### src/rtl/xcfg_pkg.sv
package xcfg_pkg;

    localparam int XC_BYTES      = 512;
    localparam int XC_MODE_BYTES = 192;
    localparam int XC_AW         = $clog2(XC_BYTES);

    // byte positions a host decodes
    localparam int PART_CFG_IDX  = 179;
    localparam int REV_IDX       = 192;
    localparam int STRUCT_IDX    = 194;
    localparam int CARD_TYPE_IDX = 196;
    localparam int PERF_LO_IDX   = 205;
    localparam int PERF_HI_IDX   = 210;
    localparam int SEC_CNT_IDX   = 212;
    localparam int BOOT_MULT_IDX = 226;
    localparam int CMDSET_IDX    = 504;
    localparam int BOOT_UNIT     = 131072;

    typedef enum logic [1:0] {
        ACC_CSET = 2'd0,
        ACC_SET  = 2'd1,
        ACC_CLR  = 2'd2,
        ACC_WR   = 2'd3
    } acc_e;

    typedef struct packed {
        acc_e       mode;
        logic [7:0] idx;
        logic [7:0] val;
        logic [2:0] cset;
    } sw_cmd_t;

    typedef enum logic {
        PH_XFER = 1'b0,
        PH_PROG = 1'b1
    } phase_e;

    function automatic logic [7:0] apply_acc(input acc_e m, input logic [7:0] old,
                                             input logic [7:0] v);
        logic [7:0] r;
        case (m)
            ACC_SET: r = old | v;
            ACC_CLR: r = old & ~v;
            ACC_WR:  r = v;
            default: r = old;
        endcase
        return r;
    endfunction

    function automatic logic [7:0] prop_byte(input logic [XC_AW-1:0] a,
                                             input logic [31:0] sec,
                                             input logic [7:0] bmult);
        logic [7:0] b;
        b = 8'h00;
        if (a >= XC_AW'(PERF_LO_IDX) && a <= XC_AW'(PERF_HI_IDX))
            b = 8'h46;
        case (a)
            XC_AW'(SEC_CNT_IDX):     b = sec[7:0];
            XC_AW'(SEC_CNT_IDX + 1): b = sec[15:8];
            XC_AW'(SEC_CNT_IDX + 2): b = sec[23:16];
            XC_AW'(SEC_CNT_IDX + 3): b = sec[31:24];
            XC_AW'(BOOT_MULT_IDX):   b = bmult;
            XC_AW'(REV_IDX):         b = 8'd3;
            XC_AW'(STRUCT_IDX):      b = 8'd2;
            XC_AW'(CARD_TYPE_IDX):   b = 8'd3;
            XC_AW'(CMDSET_IDX):      b = 8'd1;
            default: ;
        endcase
        return b;
    endfunction

endpackage

### src/rtl/xcfg_decode.sv
module xcfg_decode
    import xcfg_pkg::*;
(
    input  logic [31:0] arg,
    output sw_cmd_t     cmd,
    output logic        idx_ro
);
    always_comb begin
        cmd.mode = acc_e'(arg[25:24]);
        cmd.idx  = arg[23:16];
        cmd.val  = arg[15:8];
        cmd.cset = arg[2:0];
    end

    assign idx_ro = (arg[23:16] >= 8'(XC_MODE_BYTES));
endmodule

### src/rtl/xcfg_modes.sv
module xcfg_modes
    import xcfg_pkg::*;
#(
    parameter logic [7:0] BOOT_CFG = 8'h00
) (
    input  logic       clk,
    input  logic       rst,
    input  logic       wr_en,
    input  sw_cmd_t    wr_cmd,
    input  logic [7:0] rd_idx,
    output logic [7:0] rd_byte
);
    localparam int FLAT_W = XC_MODE_BYTES * 8;

    logic [FLAT_W-1:0] flat;

    for (genvar g = 0; g < XC_MODE_BYTES; g++) begin : g_byte
        localparam logic [7:0] RST_VAL = (g == PART_CFG_IDX) ? BOOT_CFG : 8'h00;
        logic [7:0] q;
        always_ff @(posedge clk) begin
            if (rst)
                q <= RST_VAL;
            else if (wr_en && wr_cmd.idx == 8'(g))
                q <= apply_acc(wr_cmd.mode, q, wr_cmd.val);
        end
        assign flat[g*8 +: 8] = q;
    end

    always_comb begin
        rd_byte = 8'h00;
        if (rd_idx < 8'(XC_MODE_BYTES))
            rd_byte = flat[32'(rd_idx)*8 +: 8];
    end


    // no_ro_write_chk
    no_ro_write_chk: assert property (@(posedge clk) disable iff (rst)
        wr_en |-> (wr_cmd.idx < 8'(XC_MODE_BYTES)));


    // part_cfg_hold_chk
    part_cfg_hold_chk: assert property (@(posedge clk) disable iff (rst)
        (!wr_en || wr_cmd.idx != 8'(PART_CFG_IDX)) |=>
            $stable(flat[PART_CFG_IDX*8 +: 8]));
endmodule

### src/rtl/xcfg_props.sv
module xcfg_props
    import xcfg_pkg::*;
#(
    parameter logic [31:0] CAPACITY_SECTORS = 32'h0074_0000,
    parameter int          BOOT_BYTES       = 524288
) (
    input  logic [XC_AW-1:0] addr,
    output logic [7:0]       data
);
    localparam logic [7:0] BMULT = 8'(BOOT_BYTES / BOOT_UNIT);

    assign data = prop_byte(addr, CAPACITY_SECTORS, BMULT);
endmodule

### src/rtl/xcfg_ctrl.sv
module xcfg_ctrl
    import xcfg_pkg::*;
#(
    parameter int BUSY_CYCLES = 4
) (
    input  logic clk,
    input  logic rst,
    input  logic sw_valid,
    input  logic in_transfer,
    input  logic idx_ro,
    output logic accept,
    output logic busy,
    output logic sw_error
);
    localparam int CW = $clog2(BUSY_CYCLES + 1);

    phase_e        phase_q;
    logic [CW-1:0] cnt_q;

    assign accept = sw_valid && in_transfer && (phase_q == PH_XFER);
    assign busy   = (phase_q == PH_PROG);

    always_ff @(posedge clk) begin
        if (rst) begin
            phase_q  <= PH_XFER;
            cnt_q    <= '0;
            sw_error <= 1'b0;
        end else begin
            case (phase_q)
                PH_XFER: if (accept) begin
                    phase_q  <= PH_PROG;
                    cnt_q    <= CW'(BUSY_CYCLES - 1);
                    sw_error <= idx_ro;
                end
                PH_PROG: begin
                    if (cnt_q == '0)
                        phase_q <= PH_XFER;
                    else
                        cnt_q <= cnt_q - 1'b1;
                end
                default: phase_q <= PH_XFER;
            endcase
        end
    end

    // checker counter: length of the current busy run
    logic [CW:0] run_q;
    always_ff @(posedge clk) begin
        if (rst)       run_q <= '0;
        else if (busy) run_q <= run_q + 1'b1;
        else           run_q <= '0;
    end


    // busy_len_chk
    busy_len_chk: assert property (@(posedge clk) disable iff (rst)
        busy |-> (run_q < (CW+1)'(BUSY_CYCLES)));


    // busy_start_chk
    busy_start_chk: assert property (@(posedge clk) disable iff (rst)
        accept |=> busy);


    // busy_cause_chk
    busy_cause_chk: assert property (@(posedge clk) disable iff (rst)
        $rose(busy) |-> $past(sw_valid && in_transfer));


    // err_cause_chk
    err_cause_chk: assert property (@(posedge clk) disable iff (rst)
        $rose(sw_error) |-> $past(idx_ro && accept));
endmodule

### src/rtl/xcfg_regfile.sv
module xcfg_regfile
    import xcfg_pkg::*;
#(
    parameter logic [31:0] CAPACITY_SECTORS = 32'h0074_0000,
    parameter int          BOOT_BYTES       = 524288,
    parameter logic [7:0]  BOOT_CFG         = 8'h00,
    parameter int          BUSY_CYCLES      = 4
) (
    input  logic             clk,
    input  logic             rst,
    input  logic             in_transfer,
    input  logic             sw_valid,
    input  logic [31:0]      sw_arg,
    input  logic [XC_AW-1:0] rd_addr,
    output logic [7:0]       rd_data,
    output logic             busy,
    output logic [31:0]      stat_flags
);
    sw_cmd_t    cmd;
    logic       idx_ro;
    logic       accept;
    logic       sw_error;
    logic [7:0] mode_rd;
    logic [7:0] prop_rd;

    xcfg_decode u_dec (
        .arg    (sw_arg),
        .cmd    (cmd),
        .idx_ro (idx_ro)
    );

    xcfg_ctrl #(.BUSY_CYCLES(BUSY_CYCLES)) u_ctrl (
        .clk         (clk),
        .rst         (rst),
        .sw_valid    (sw_valid),
        .in_transfer (in_transfer),
        .idx_ro      (idx_ro),
        .accept      (accept),
        .busy        (busy),
        .sw_error    (sw_error)
    );

    xcfg_modes #(.BOOT_CFG(BOOT_CFG)) u_modes (
        .clk     (clk),
        .rst     (rst),
        .wr_en   (accept && !idx_ro),
        .wr_cmd  (cmd),
        .rd_idx  (rd_addr[7:0]),
        .rd_byte (mode_rd)
    );

    xcfg_props #(
        .CAPACITY_SECTORS(CAPACITY_SECTORS),
        .BOOT_BYTES      (BOOT_BYTES)
    ) u_props (
        .addr (rd_addr),
        .data (prop_rd)
    );

    always_ff @(posedge clk) begin
        if (rst)
            rd_data <= 8'h00;
        else
            rd_data <= (rd_addr < XC_AW'(XC_MODE_BYTES)) ? mode_rd : prop_rd;
    end

    assign stat_flags = {24'h0, sw_error, 7'h0};


    // idle_status_chk
    idle_status_chk: assert property (@(posedge clk) disable iff (rst)
        (!busy && !(sw_valid && in_transfer)) |=> $stable(stat_flags));
endmodule

### config.mk
export PLATFORM = sky130hd
export DESIGN_NAME = xcfg_regfile
export DESIGN_NICKNAME = d
export VERILOG_FILES = /design/src/rtl/xcfg_pkg.sv /design/src/rtl/xcfg_decode.sv /design/src/rtl/xcfg_modes.sv /design/src/rtl/xcfg_props.sv /design/src/rtl/xcfg_ctrl.sv /design/src/rtl/xcfg_regfile.sv
export SDC_FILE = /design/constraint.sdc
export NUM_CORES = 2
export LEC_CHECK = 0
export ABC_CLOCK_PERIOD_IN_PS = 3400
export BUFFER_PORTS_ARGS = -buffer_cell sky130_fd_sc_hd__buf_4
export CAP_MARGIN = 40
export CORE_AREA = 8 8 355 357
export CTS_CLUSTER_SIZE = 10
export DETAILED_ROUTE_END_ITERATION = 10
export DIE_AREA = 0 0 363 365
export PLACE_DENSITY = 0.86
export SYNTH_ARGS = -nofsm -noshare
export SYNTH_HDL_FRONTEND = slang
export SYNTH_HIERARCHICAL = 1
export SYNTH_SLANG_ARGS = --single-unit
### constraint.sdc
create_clock -name clk -period 3.4 [get_ports clk]
set_input_delay 1.02 -clock clk [delete_from_list [all_inputs] [get_ports clk]]
set_output_delay 1.02 -clock clk [all_outputs]
set_load 0.02 [all_outputs]
==> metrics.cfg <==
[final_layout]
stdcell_area_um2=76900
final_nets=6734
final_cells=8343
syn2layout_area_growth_pct=13.1
layout-drive-gt1-share_pct=18.5
post-route-util_pct=63.8
n_fill_cell=8479

[clock_network]
cts_sinks=1549
cts_tree=done
cts_inserted_buffers=175
hold_buffers=0
clock_latency_ns=0.79
cts_root_buf=clkbuf_16
clkTransAtPathRegs_ns=0.06
cts_max_path_buffers=3
cts_setup_buffers=0
h-tree-depth=4
cts-resized-gates=0

[synth]
ys_warn_count=6
synth_cells=6773
syn-cell-area_um2=68000
avgSynthCellArea_um2=10.0

[power]
cell_internal_pwr_mw=28.4
seqPwrFrac_pct=48.1
p_per_area_nw_per_um2=492
power.leakage_nw=24.1
ir_drop_v=0.000431
p_sw_mw=9.42
pwr-share-comb_pct=7.7
clockPowerShare_pct=44.2
p_sw_share_pct=24.9

[die]
initial_core_util_pct=56.4
core_area_um2=121000
die_x_um=363
rows=128
die_y_um=365
num_io_pins=86
die_area_um2=132000

[critical_path]
end_kind=flip-flop
slowest_stage=a2111oi_0
path_common_cell=mux2i_1
r2r_start=u_modes/g_byte[71].q[5]
crit_required_ns=4.05
r2r_setup_slack_ns=0.44
startpoint=rd_addr[0]
cp_data_arrival_time_ns=3.98
crit_type=in -> reg
r2r_cells=9
cp-start-kind=primary input
cp_max_fo=10
cp_slowest_stage_delay_ns=0.55
r2r-end=rd_data[5]
cp_cell_sequence=buf_8, buf_12, mux4_2, mux2i_1, buf_4, nor2_1, a2111oi_0, o22ai_1, or4_1, nand2b_1, mux2i_1
crit_end=rd_data[5]

[routing]
via_per_inst=7.22
drtIter0Drc=9190
drc=0
antenna_left=0
wl_um=218000
avgRoutedWirePerCell_um=26.1
drt_first_pass_iters=8
dr_total_vias=60200

[hold_path]
hold_class=reg -> reg

[placement]
gp_congestion=0.976
place_hpwl_um=132000
placed_area_um2=72100
port_buffers=40
dp.cells=8135

[sta]
period_share_pct=98.1
slew_viol_final=0
max_slew_margin_pct=22.7
hold_ws_ns=0.474
worst_pin_slew_ns=1.16
tns_ns=0
final.min_clock_period_ns=3.34
hold_viol=0
setup_violations=0
rsz0062_at_grt=false
max_freq_mhz=300
skew_ns=0.0280

[run_status]
outcome=finished, final reports clean

[global_route]
antenna_found_initial=12
grt_pass1_vias=58700
grt_usage_pct=31.5
grt_max_degree=193
grt_pass1_wl_um=339000
overflow=0

[flow_run]
maxCapViolations=0

==> layout by cell type (no fill, tap or decap), types with 59 or more instances in the layout <==
cell	instances
a21oi_1	1548
buf_4	517
clkbuf_16	177
dfxtp_1	1549
mux2_2	59
a211oi_1	1558
mux2i_1	192
mux4_2	320
buf_12	99
nor2_1	229
==> metal layers <==
metal  global-route usage (%)  wire (um)  part of all wire (%)
met1                     39.8      79000                    36
met2                     47.9      96100                    44
met3                     8.62      27900                    13
met4                     19.5      14700                   6.8
met5                        0         76                 0.035
==> power by group through the flow <==
stage	clock, mW	sequential, mW	combinational (mW)
6_report	16.7	18.2	2.92
5_1_grt	17.5	18.2	2.96
4_1_cts	16.7	18.2	2.78
3_5_place_dp	0	18.6	2.76
3_3_place_gp	0	18.6	2.71
2_1_floorplan	0	18.6	1.71
==> cell type report <==
| type | count | area [um^2] | share of cell area, % |
|---|---|---|---|
| Multi-Input combinational cell | 4324 | 33000 | 42.9 |
| Sequential cell | 1549 | 31000 | 40.3 |
| Timing Repair Buffer | 629 | 6020 | 7.83 |
| Clock buffer | 184 | 4490 | 5.83 |
| Tap cell | 1625 | 2030 | 2.64 |
| Clock inverter | 18 | 325 | 0.423 |
| Inverter | 8 | 30.0 | 0.0391 |
| Antenna cell | 6 | 15.0 | 0.0195 |
==> sequential cells by signal, indices dropped and copies added (netlist names) <==
| signal | count |
|---|---|
| u_ctrl/sw_error | 1 |
| u_ctrl/busy | 1 |
| u_ctrl/cnt_q | 3 |
| rd_data | 8 |
| u_modes/g_byte.q | 1536 |
==> stage by stage <==
stage	setup slack, ns	total power, mW
after CTS	0.185	37.7
after global placement	-0.521	21.3
after floorplan	0.0263	20.3
final	0.0649	37.8
after global routing	0.0427	38.6
after detailed placement	-0.612	21.3
==> worst min path at each step <==
stage	startpoint	end	slack (ns)	depth (start not counted)
2_1_floorplan	u_ctrl/sw_error	u_ctrl/sw_error	0.43	2
3_3_place_gp	u_ctrl/sw_error	u_ctrl/sw_error	0.45	2
3_5_place_dp	u_ctrl/cnt_q[0]	u_ctrl/cnt_q[0]	0.47	1
4_1_cts	u_ctrl/cnt_q[0]	u_ctrl/cnt_q[0]	0.48	1
5_1_grt	u_ctrl/sw_error	u_ctrl/sw_error	0.49	2
6_report	u_ctrl/sw_error	u_ctrl/sw_error	0.47	2
==> worst max-delay path, delay by kind of cell <==
family	cells	cell delay, ns
buffers and inverters	3	0.56
muxes	3	0.87
AOI/OAI and AO/OA	2	0.92
and+or+nand+nor	3	0.59
Power figures use the tool's default switching activity.
